`config.mk`:
```
export PLATFORM = sky130hd
export DESIGN_NAME = map_replay_walker
export DESIGN_NICKNAME = d
export VERILOG_FILES = /design/src/rtl/rw_pkg.sv /design/src/rtl/rw_addr_gen.sv /design/src/rtl/rw_rec_fmt.sv /design/src/rtl/map_replay_walker.sv
export SDC_FILE = /design/constraint.sdc
export NUM_CORES = 1
export LEC_CHECK = 0
export BUFFER_PORTS_ARGS = -buffer_cell sky130_fd_sc_hd__buf_2
export CAP_MARGIN = 10
export CELL_PAD_IN_SITES_DETAIL_PLACEMENT = 0
export CELL_PAD_IN_SITES_GLOBAL_PLACEMENT = 1
export CORE_MARGIN = 4
export CORE_UTILIZATION = 45
export DETAILED_ROUTE_END_ITERATION = 8
export PLACE_DENSITY = 0.85
export REMOVE_ABC_BUFFERS = 1
export SLEW_MARGIN = 30
export SYNTH_ARGS = -nofsm -noshare
export SYNTH_HDL_FRONTEND = slang
export SYNTH_HIERARCHICAL = 1
export SYNTH_SLANG_ARGS = --single-unit
```
`constraint.sdc`:
```
create_clock -name clk -period 15.5 [get_ports clk]
set_input_delay 2.325 -clock clk [delete_from_list [all_inputs] [get_ports clk]]
set_output_delay 2.325 -clock clk [all_outputs]
set_load 0.005 [all_outputs]
```
`src/rtl/rw_pkg.sv`:
```
package rw_pkg;

    typedef enum logic [2:0] {
        ST_IDLE = 3'd0,
        ST_REQ  = 3'd1,
        ST_WAIT = 3'd2,
        ST_EMIT = 3'd3,
        ST_FIN  = 3'd4
    } rw_state_e;

    localparam logic [1:0] PERM_NONE = 2'b00;
    localparam logic [1:0] PERM_RD   = 2'b01;
    localparam logic [1:0] PERM_WR   = 2'b10;
    localparam logic [1:0] PERM_RW   = 2'b11;

endpackage

```
`src/rtl/rw_addr_gen.sv`:
```
// Page address counter: holds the walk position, the latched page shift and
// window, and flags the final page (window end or address-space wrap).
module rw_addr_gen #(
    parameter int ADDR_W  = 32,
    parameter int SHIFT_W = $clog2(ADDR_W)
) (
    input  logic               clk,
    input  logic               rst_n,
    input  logic               load,
    input  logic               advance,
    input  logic [SHIFT_W-1:0] cfg_shift,
    input  logic [ADDR_W:0]    cfg_win,
    output logic [ADDR_W-1:0]  cur_addr,
    output logic [SHIFT_W-1:0] cur_shift,
    output logic               last_page
);

    typedef struct packed {
        logic [ADDR_W-1:0]  addr;
        logic [SHIFT_W-1:0] shift;
        logic [ADDR_W:0]    win;
    } ag_state_t;

    ag_state_t ag_d, ag_q;

    logic [ADDR_W:0] step_w;
    logic [ADDR_W:0] next_w;
    logic            carry_out;

    always_comb begin
        step_w    = {{ADDR_W{1'b0}}, 1'b1} << ag_q.shift;
        next_w    = {1'b0, ag_q.addr} + step_w;
        carry_out = next_w[ADDR_W];
        last_page = carry_out || (next_w >= ag_q.win);

        ag_d = ag_q;
        if (load) begin
            ag_d.addr  = '0;
            ag_d.shift = cfg_shift;
            ag_d.win   = cfg_win;
        end else if (advance) begin
            ag_d.addr = next_w[ADDR_W-1:0];
        end
    end

    always_ff @(posedge clk) begin
        if (!rst_n) begin
            ag_q <= '0;
        end else begin
            ag_q <= ag_d;
        end
    end

    assign cur_addr  = ag_q.addr;
    assign cur_shift = ag_q.shift;

    // a step ordered by the sequencer always lands inside the window
    a_r2_step_in_window: assert property (@(posedge clk) disable iff (!rst_n)
        advance |=> ({1'b0, ag_q.addr} < ag_q.win));

    // a step never wraps the counter back towards zero
    a_r6_no_wrap: assert property (@(posedge clk) disable iff (!rst_n)
        advance |=> (ag_q.addr > $past(ag_q.addr)));

    // counter restarts at zero on every load
    a_r2_load_zero: assert property (@(posedge clk) disable iff (!rst_n)
        load |=> (ag_q.addr == '0));

endmodule

```
`src/rtl/rw_rec_fmt.sv`:
```
// Turns a raw table entry plus its page address into record fields.
module rw_rec_fmt #(
    parameter int ADDR_W  = 32,
    parameter int SHIFT_W = $clog2(ADDR_W)
) (
    input  logic [ADDR_W-1:0]  page_addr,
    input  logic [SHIFT_W-1:0] shift,
    input  logic [ADDR_W-1:0]  entry,
    output logic [ADDR_W-1:0]  iova,
    output logic [ADDR_W-1:0]  xlat,
    output logic [ADDR_W-1:0]  mask,
    output logic [1:0]         perm,
    output logic               populated
);

    import rw_pkg::*;

    localparam logic [ADDR_W-1:0] ONE = {{(ADDR_W-1){1'b0}}, 1'b1};

    always_comb begin
        mask      = (ONE << shift) - ONE;
        iova      = page_addr & ~mask;
        xlat      = entry & ~mask;
        perm      = entry[1:0];
        populated = (entry[1:0] != PERM_NONE);
    end

endmodule

```
`src/rtl/map_replay_walker.sv`:
```
module map_replay_walker #(
    parameter int ADDR_W  = 32,
    parameter int SHIFT_W = $clog2(ADDR_W)
) (
    input  logic               clk,
    input  logic               rst_n,
    input  logic               start,
    input  logic               cfg_skip,
    input  logic [SHIFT_W-1:0] cfg_page_shift,
    input  logic [ADDR_W:0]    cfg_win_size,
    output logic               lk_req_valid,
    output logic [ADDR_W-1:0]  lk_req_addr,
    input  logic               lk_rsp_valid,
    input  logic [ADDR_W-1:0]  lk_rsp_entry,
    output logic               rec_valid,
    input  logic               rec_ready,
    output logic [ADDR_W-1:0]  rec_iova,
    output logic [ADDR_W-1:0]  rec_xlat,
    output logic [ADDR_W-1:0]  rec_mask,
    output logic [1:0]         rec_perm,
    output logic               busy,
    output logic               done
);

    import rw_pkg::*;

    typedef struct packed {
        rw_state_e         state;
        logic [ADDR_W-1:0] iova;
        logic [ADDR_W-1:0] xlat;
        logic [ADDR_W-1:0] mask;
        logic [1:0]        perm;
    } wk_state_t;

    wk_state_t wk_d, wk_q;

    logic               ag_load, ag_adv, ag_last;
    logic [ADDR_W-1:0]  ag_addr;
    logic [SHIFT_W-1:0] ag_shift;
    logic [ADDR_W-1:0]  f_iova, f_xlat, f_mask;
    logic [1:0]         f_perm;
    logic               f_pop;
    logic               page_done;

    rw_addr_gen #(.ADDR_W(ADDR_W), .SHIFT_W(SHIFT_W)) u_agen (
        .clk       (clk),
        .rst_n     (rst_n),
        .load      (ag_load),
        .advance   (ag_adv),
        .cfg_shift (cfg_page_shift),
        .cfg_win   (cfg_win_size),
        .cur_addr  (ag_addr),
        .cur_shift (ag_shift),
        .last_page (ag_last)
    );

    rw_rec_fmt #(.ADDR_W(ADDR_W), .SHIFT_W(SHIFT_W)) u_fmt (
        .page_addr (ag_addr),
        .shift     (ag_shift),
        .entry     (lk_rsp_entry),
        .iova      (f_iova),
        .xlat      (f_xlat),
        .mask      (f_mask),
        .perm      (f_perm),
        .populated (f_pop)
    );

    always_comb begin
        wk_d      = wk_q;
        ag_load   = 1'b0;
        ag_adv    = 1'b0;
        page_done = 1'b0;

        unique case (wk_q.state)
            ST_IDLE: begin
                if (start) begin
                    ag_load = 1'b1;
                    if (cfg_skip || (cfg_win_size == '0)) begin
                        wk_d.state = ST_FIN;
                    end else begin
                        wk_d.state = ST_REQ;
                    end
                end
            end
            ST_REQ: begin
                wk_d.state = ST_WAIT;
            end
            ST_WAIT: begin
                if (lk_rsp_valid) begin
                    if (f_pop) begin
                        wk_d.state = ST_EMIT;
                        wk_d.iova  = f_iova;
                        wk_d.xlat  = f_xlat;
                        wk_d.mask  = f_mask;
                        wk_d.perm  = f_perm;
                    end else begin
                        page_done = 1'b1;
                    end
                end
            end
            ST_EMIT: begin
                if (rec_ready) begin
                    page_done = 1'b1;
                end
            end
            ST_FIN: begin
                wk_d.state = ST_IDLE;
            end
            default: begin
                wk_d.state = ST_IDLE;
            end
        endcase

        if (page_done) begin
            if (ag_last) begin
                wk_d.state = ST_FIN;
            end else begin
                ag_adv     = 1'b1;
                wk_d.state = ST_REQ;
            end
        end
    end

    always_ff @(posedge clk) begin
        if (!rst_n) begin
            wk_q       <= '0;
            wk_q.state <= ST_IDLE;
        end else begin
            wk_q <= wk_d;
        end
    end

    assign lk_req_valid = (wk_q.state == ST_REQ);
    assign lk_req_addr  = ag_addr;
    assign rec_valid    = (wk_q.state == ST_EMIT);
    assign rec_iova     = wk_q.iova;
    assign rec_xlat     = wk_q.xlat;
    assign rec_mask     = wk_q.mask;
    assign rec_perm     = wk_q.perm;
    assign busy         = (wk_q.state != ST_IDLE);
    assign done         = (wk_q.state == ST_FIN);

    // Input assumption: responses only answer an outstanding request
    a_r2_rsp_when_waiting: assert property (@(posedge clk) disable iff (!rst_n)
        lk_rsp_valid |-> (wk_q.state == ST_WAIT));

    // Input assumption: accepted shift fits the address width
    a_r2_shift_range: assert property (@(posedge clk) disable iff (!rst_n)
        (start && !busy) |-> (int'(cfg_page_shift) < ADDR_W));

    // requests are single-cycle strobes
    a_r2_req_single: assert property (@(posedge clk) disable iff (!rst_n)
        lk_req_valid |=> !lk_req_valid);

    // every emitted record grants some access
    a_r3_rec_populated: assert property (@(posedge clk) disable iff (!rst_n)
        rec_valid |-> (rec_perm != PERM_NONE));

    // a stalled record holds steady and blocks further lookups
    a_r5_rec_hold: assert property (@(posedge clk) disable iff (!rst_n)
        (rec_valid && !rec_ready) |=> (rec_valid && $stable(rec_iova) &&
            $stable(rec_xlat) && $stable(rec_mask) && $stable(rec_perm)));

    a_r5_no_req_while_rec: assert property (@(posedge clk) disable iff (!rst_n)
        rec_valid |-> !lk_req_valid);

    // a skipped start ends on the next cycle
    a_r7_skip_done: assert property (@(posedge clk) disable iff (!rst_n)
        (start && !busy && cfg_skip) |=> (done && !lk_req_valid));

    // done is a single-cycle pulse followed by idle
    a_r8_done_pulse: assert property (@(posedge clk) disable iff (!rst_n)
        done |=> (!done && !busy));

    // record mask is an all-ones run from bit 0
    a_r4_mask_shape: assert property (@(posedge clk) disable iff (!rst_n)
        rec_valid |-> ((rec_mask & (rec_mask + 1'b1)) == '0));

endmodule

```
==> impl_metrics.csv <==
group,metric,value,unit
synthesis,syn_area,11700,sq um
global_route,antenna_found_initial,0,
hold_path,min_path_type,"flop to flop",
power_and_ir_drop,power_density,87.1,nW/um^2
place,place_area,11800,sq um
clock_tree,h-tree-depth,4,
setup_path,regToRegEndpoint,"u_agen/cur_addr[31]",
timing,setup_viol,0,
job,maxCapViolations,0,
die,die_w,169,um
die,dieArea,28600,sq um
setup_path,critical_path.max_fanout,34,
layout,nets,1624,
synthesis,synth_edf_count,0,
synthesis,synth_cells,1465,
clock_tree,cts.sinks,171,
power_and_ir_drop,comb_power_share,0.149,
setup_path,r2r_cells,25,
synthesis,ys_types,84,
timing,tightest_slew,0.973,ns
place,io_buffer_count,209,
place,place.gp.congestion,0.946,
synthesis,synth_top_family_by_area,"simple AND/OR/NAND/NOR gates",
power_and_ir_drop,p_sw,303,uW
power_and_ir_drop,p_int,778,uW
layout,n_antenna_cell,0,
setup_path,cp-start-kind,"flop",
timing,slew_violations,0,
global_route,grt_start_max_net_pins,97,
die,core_area,25400,sq um
clock_tree,clkTransAtPathRegs,0.07,ns
synthesis,synth_compound_area_frac,0.181,
power_and_ir_drop,peakVddDrop,56.8,uV
die,fp.dieH,169,um
synthesis,synth.avg_cell_area,7.98,sq um
routing,wl_per_cell,17.6,um
clock_tree,cts_tree,"yes",
power_and_ir_drop,p_leak,0.00550,uW
synthesis,synthTopCellsByArea,"dfxtp_1, buf_4, nand2_1, ha_1, a21boi_0",
timing,fmax,135,MHz
synthesis,yosysWarnings,6,
die,std_cell_rows,58,
synthesis,yosys.area.top_type,"dfxtp_1",
global_route,grt_usage,0.216,
routing,drt_iter0_drc,687,
clock_tree,cts_resized,0,
power_and_ir_drop,power_frac_seq,0.430,
routing,dr_total_vias,9632,
timing,tns,0,ns
clock_tree,postCtsSetupBuffers,0,
layout,syn_to_final_growth,6.21,%
synthesis,synth-seq-area-share,0.293,
setup_path,cp.arrival,7.78,ns
setup_path,reg2reg_from,"u_agen/cur_shift[0]",
routing,wl,32.1,mm
global_route,grt_pass1_vias,9047,
synthesis,netlist.area_leader.share,0.293,
setup_path,crit_type,"flop to flop",
layout,drive_gt1_frac,0.200,
global_route,grt_pass1_wl,49.8,mm
timing,rsz0062_at_grt,"false",
outcome,status,"completed",
global_route,grt.overflow.total,0,
synthesis,ys_ff_latch,171,
layout,fin_area,12400,sq um
clock_tree,clk_latency,0.44,ns
place,dp_hpwl,24.0,mm
power_and_ir_drop,pwr-share-clk,0.421,
timing,min_period,7.40,ns
timing,timing.final.crit_share,0.478,
hold_path,hold_end,"rec_xlat[18]",
synthesis,yosys_most_used_dff,"dfxtp_1",
die,initial_core_util,0.460,
synthesis,synth_xor_area_frac,0.0202,
routing,dr.pass1.iters,5,
synthesis,synth_mux_area_frac,0.0446,
die,ioPinCount,210,
power_and_ir_drop,finalPower,1080,uW
clock_tree,clk_path_buf_depth,2,
routing,post-route-drc-count,0,
hold_path,min_from,"rec_xlat[18]",
hold_path,hold_depth,2,
setup_path,endpoint_kind,"flop",
setup_path,reg2reg_slack,8.10,ns
synthesis,synth_fa_ha_area_frac,0.0724,
setup_path,cp.required,15.88,ns
routing,antenna_left,0,
timing,slew_headroom,0.348,
timing,clock_skew,0.0138,ns
timing,hold_violations,0,
clock_tree,cts_inserted_buffers,17,
timing,worst_hold_slack,0.451,ns
power_and_ir_drop,netSwitchingFraction,0.280,
synthesis,synth_simple_gate_area_frac,0.243,
layout,utilization,0.489,
synthesis,synth_async_sr_flop_share,0,
routing,vias_per_cell,5.28,
clock_tree,hold_buffers,0,
clock_tree,cts-root-buf,"clkbuf_16",
-- flip-flops by register name (all words and copies together) (netlist names) --
signal	flops
u_agen/cur_shift	5
u_agen/cur_addr	32
rec_iova	32
rec_mask	32
u_agen/ag_q	33
rec_xlat	32
rec_perm	2
wk_q	3
-- per-layer routing --
layer	wire length, um	vias to the layer above	track usage
met5	0	-	0
met3	1760	50	0.0354
li1	-	4844	-
met1	15300	4450	0.303
met2	14200	288	0.340
met4	822	0	0.0704
-- cells by family (layout without fill, tap and decap cells) --
| family | after synthesis | in the layout |
|---|---|---|
| fa+ha+maj | 67 | 67 |
| flops | 171 | 171 |
| compound gates | 287 | 287 |
| simple gates | 571 | 571 |
| other cells | 1 | 1 |
| mux | 52 | 52 |
| xor+xnor | 27 | 27 |
| buf+inv | 289 | 318 |
-- worst max-delay path by stage --
stage	startpoint	to	slack, ns	depth (start not counted)
6_report	u_agen/cur_shift[0]	u_agen/cur_addr[31]	8.10	25
5_1_grt	u_agen/cur_shift[0]	u_agen/cur_addr[31]	7.59	25
4_1_cts	u_agen/cur_shift[0]	u_agen/cur_addr[31]	8.12	25
3_5_place_dp	u_agen/cur_shift[0]	u_agen/cur_addr[31]	8.15	25
3_3_place_gp	u_agen/cur_shift[0]	u_agen/cur_addr[31]	8.35	25
2_1_floorplan	u_agen/cur_shift[1]	u_agen/cur_addr[31]	8.59	26
-- placed cells by master, fill, tap and decap left out, drive strengths merged, types with 4 or more instances in the layout --
cell,count
or3,14
o211ai,11
a21o,22
o31ai,9
o2111ai,4
or3b,5
xnor2,20
clkbuf,19
nand2b,7
nor2b,49
nor4,11
nor3,12
dfxtp,171
and2,39
clkinv,5
a21boi,104
a21oi,50
nand3,20
a31oi,5
a31o,5
buf,218
nor2,86
ha,66
o21bai,7
o21ai,35
nand2,243
xor2,7
and3b,4
nand4,17
nor3b,19
mux2i,51
inv,72
and3,13
or4,4
nand3b,5
or2,16
a211oi,9
-- power groups by stage --
| stage | Sequential (uW) | Clock [uW] | Combinational (uW) |
|---|---|---|---|
| CTS | 464 | 463 | 161 |
| floorplan | 472 | 0 | 107 |
| detailed placement | 474 | 0 | 161 |
| finish | 465 | 455 | 161 |
| global placement | 474 | 0 | 158 |
| global route | 466 | 483 | 180 |
-- Yosys cell counts (all sizes together), types with 2 or more instances --
cell type and number:
a31o 5, a221oi 3, nor3b 19, or4 4, nor3 12, o31ai 9, nand4 17, o22ai 2
mux2i 51, o21ai 35, nor4 11, or2 16, nand3 20, ha 66, o21ba 2, or3 14
or4b 2, buf 184, a21boi 104, xor2 7, a211o 2, inv 68, nand2 243, and3 13
clkbuf 37, o21a 3, or3b 5, o211a 2, and3b 4, nand3b 5, a21o 22, nor2 86
o2111ai 4, and2 39, nand2b 7, o211ai 11, xnor2 20, o21bai 7, nor2b 49, a21oi 50
a211oi 9, a31oi 5, o31a 2, dfxtp 171
-- cell type report --
type                            instances  area, sq um
Fill cell                            2546        13000
Multi-Input combinational cell       1005         6580
Sequential cell                       171         3430
Timing Repair Buffer                  218         1130
Clock buffer                           19          443
Tap cell                              330          413
Inverter                               68          255
Clock inverter                         13          165
-- through the flow --
step,cells,setup slack (ns)
3_5_place_dp,1792,8.15
3_3_place_gp,1791,8.35
5_1_grt,1824,7.59
6_report,1824,8.10
2_1_floorplan,1244,8.59
4_1_cts,1824,8.12
-- critical path: stages, from the launching register on --
cell	delay, ns
dfxtp_1	0.84
nand2b_1	0.41
or2_2	0.42
fa_1	0.44
nand2b_1	0.21
a21oi_4	0.18
o2111ai_2	0.21
o211ai_2	0.30
a31oi_4	0.15
o21a_1	0.24
xnor2_1	0.17
ha_1	0.27
a21o_1	0.16
a21o_1	0.17
a221oi_1	0.34
o211ai_1	0.14
o31ai_1	0.26
nand2_1	0.08
a2111o_1	0.37
inv_1	0.07
and2_1	0.11
buf_4	0.41
inv_1	0.45
or3_1	0.49
or3_1	0.33
nand3_1	0.09
(Power assumes the default switching activity.)
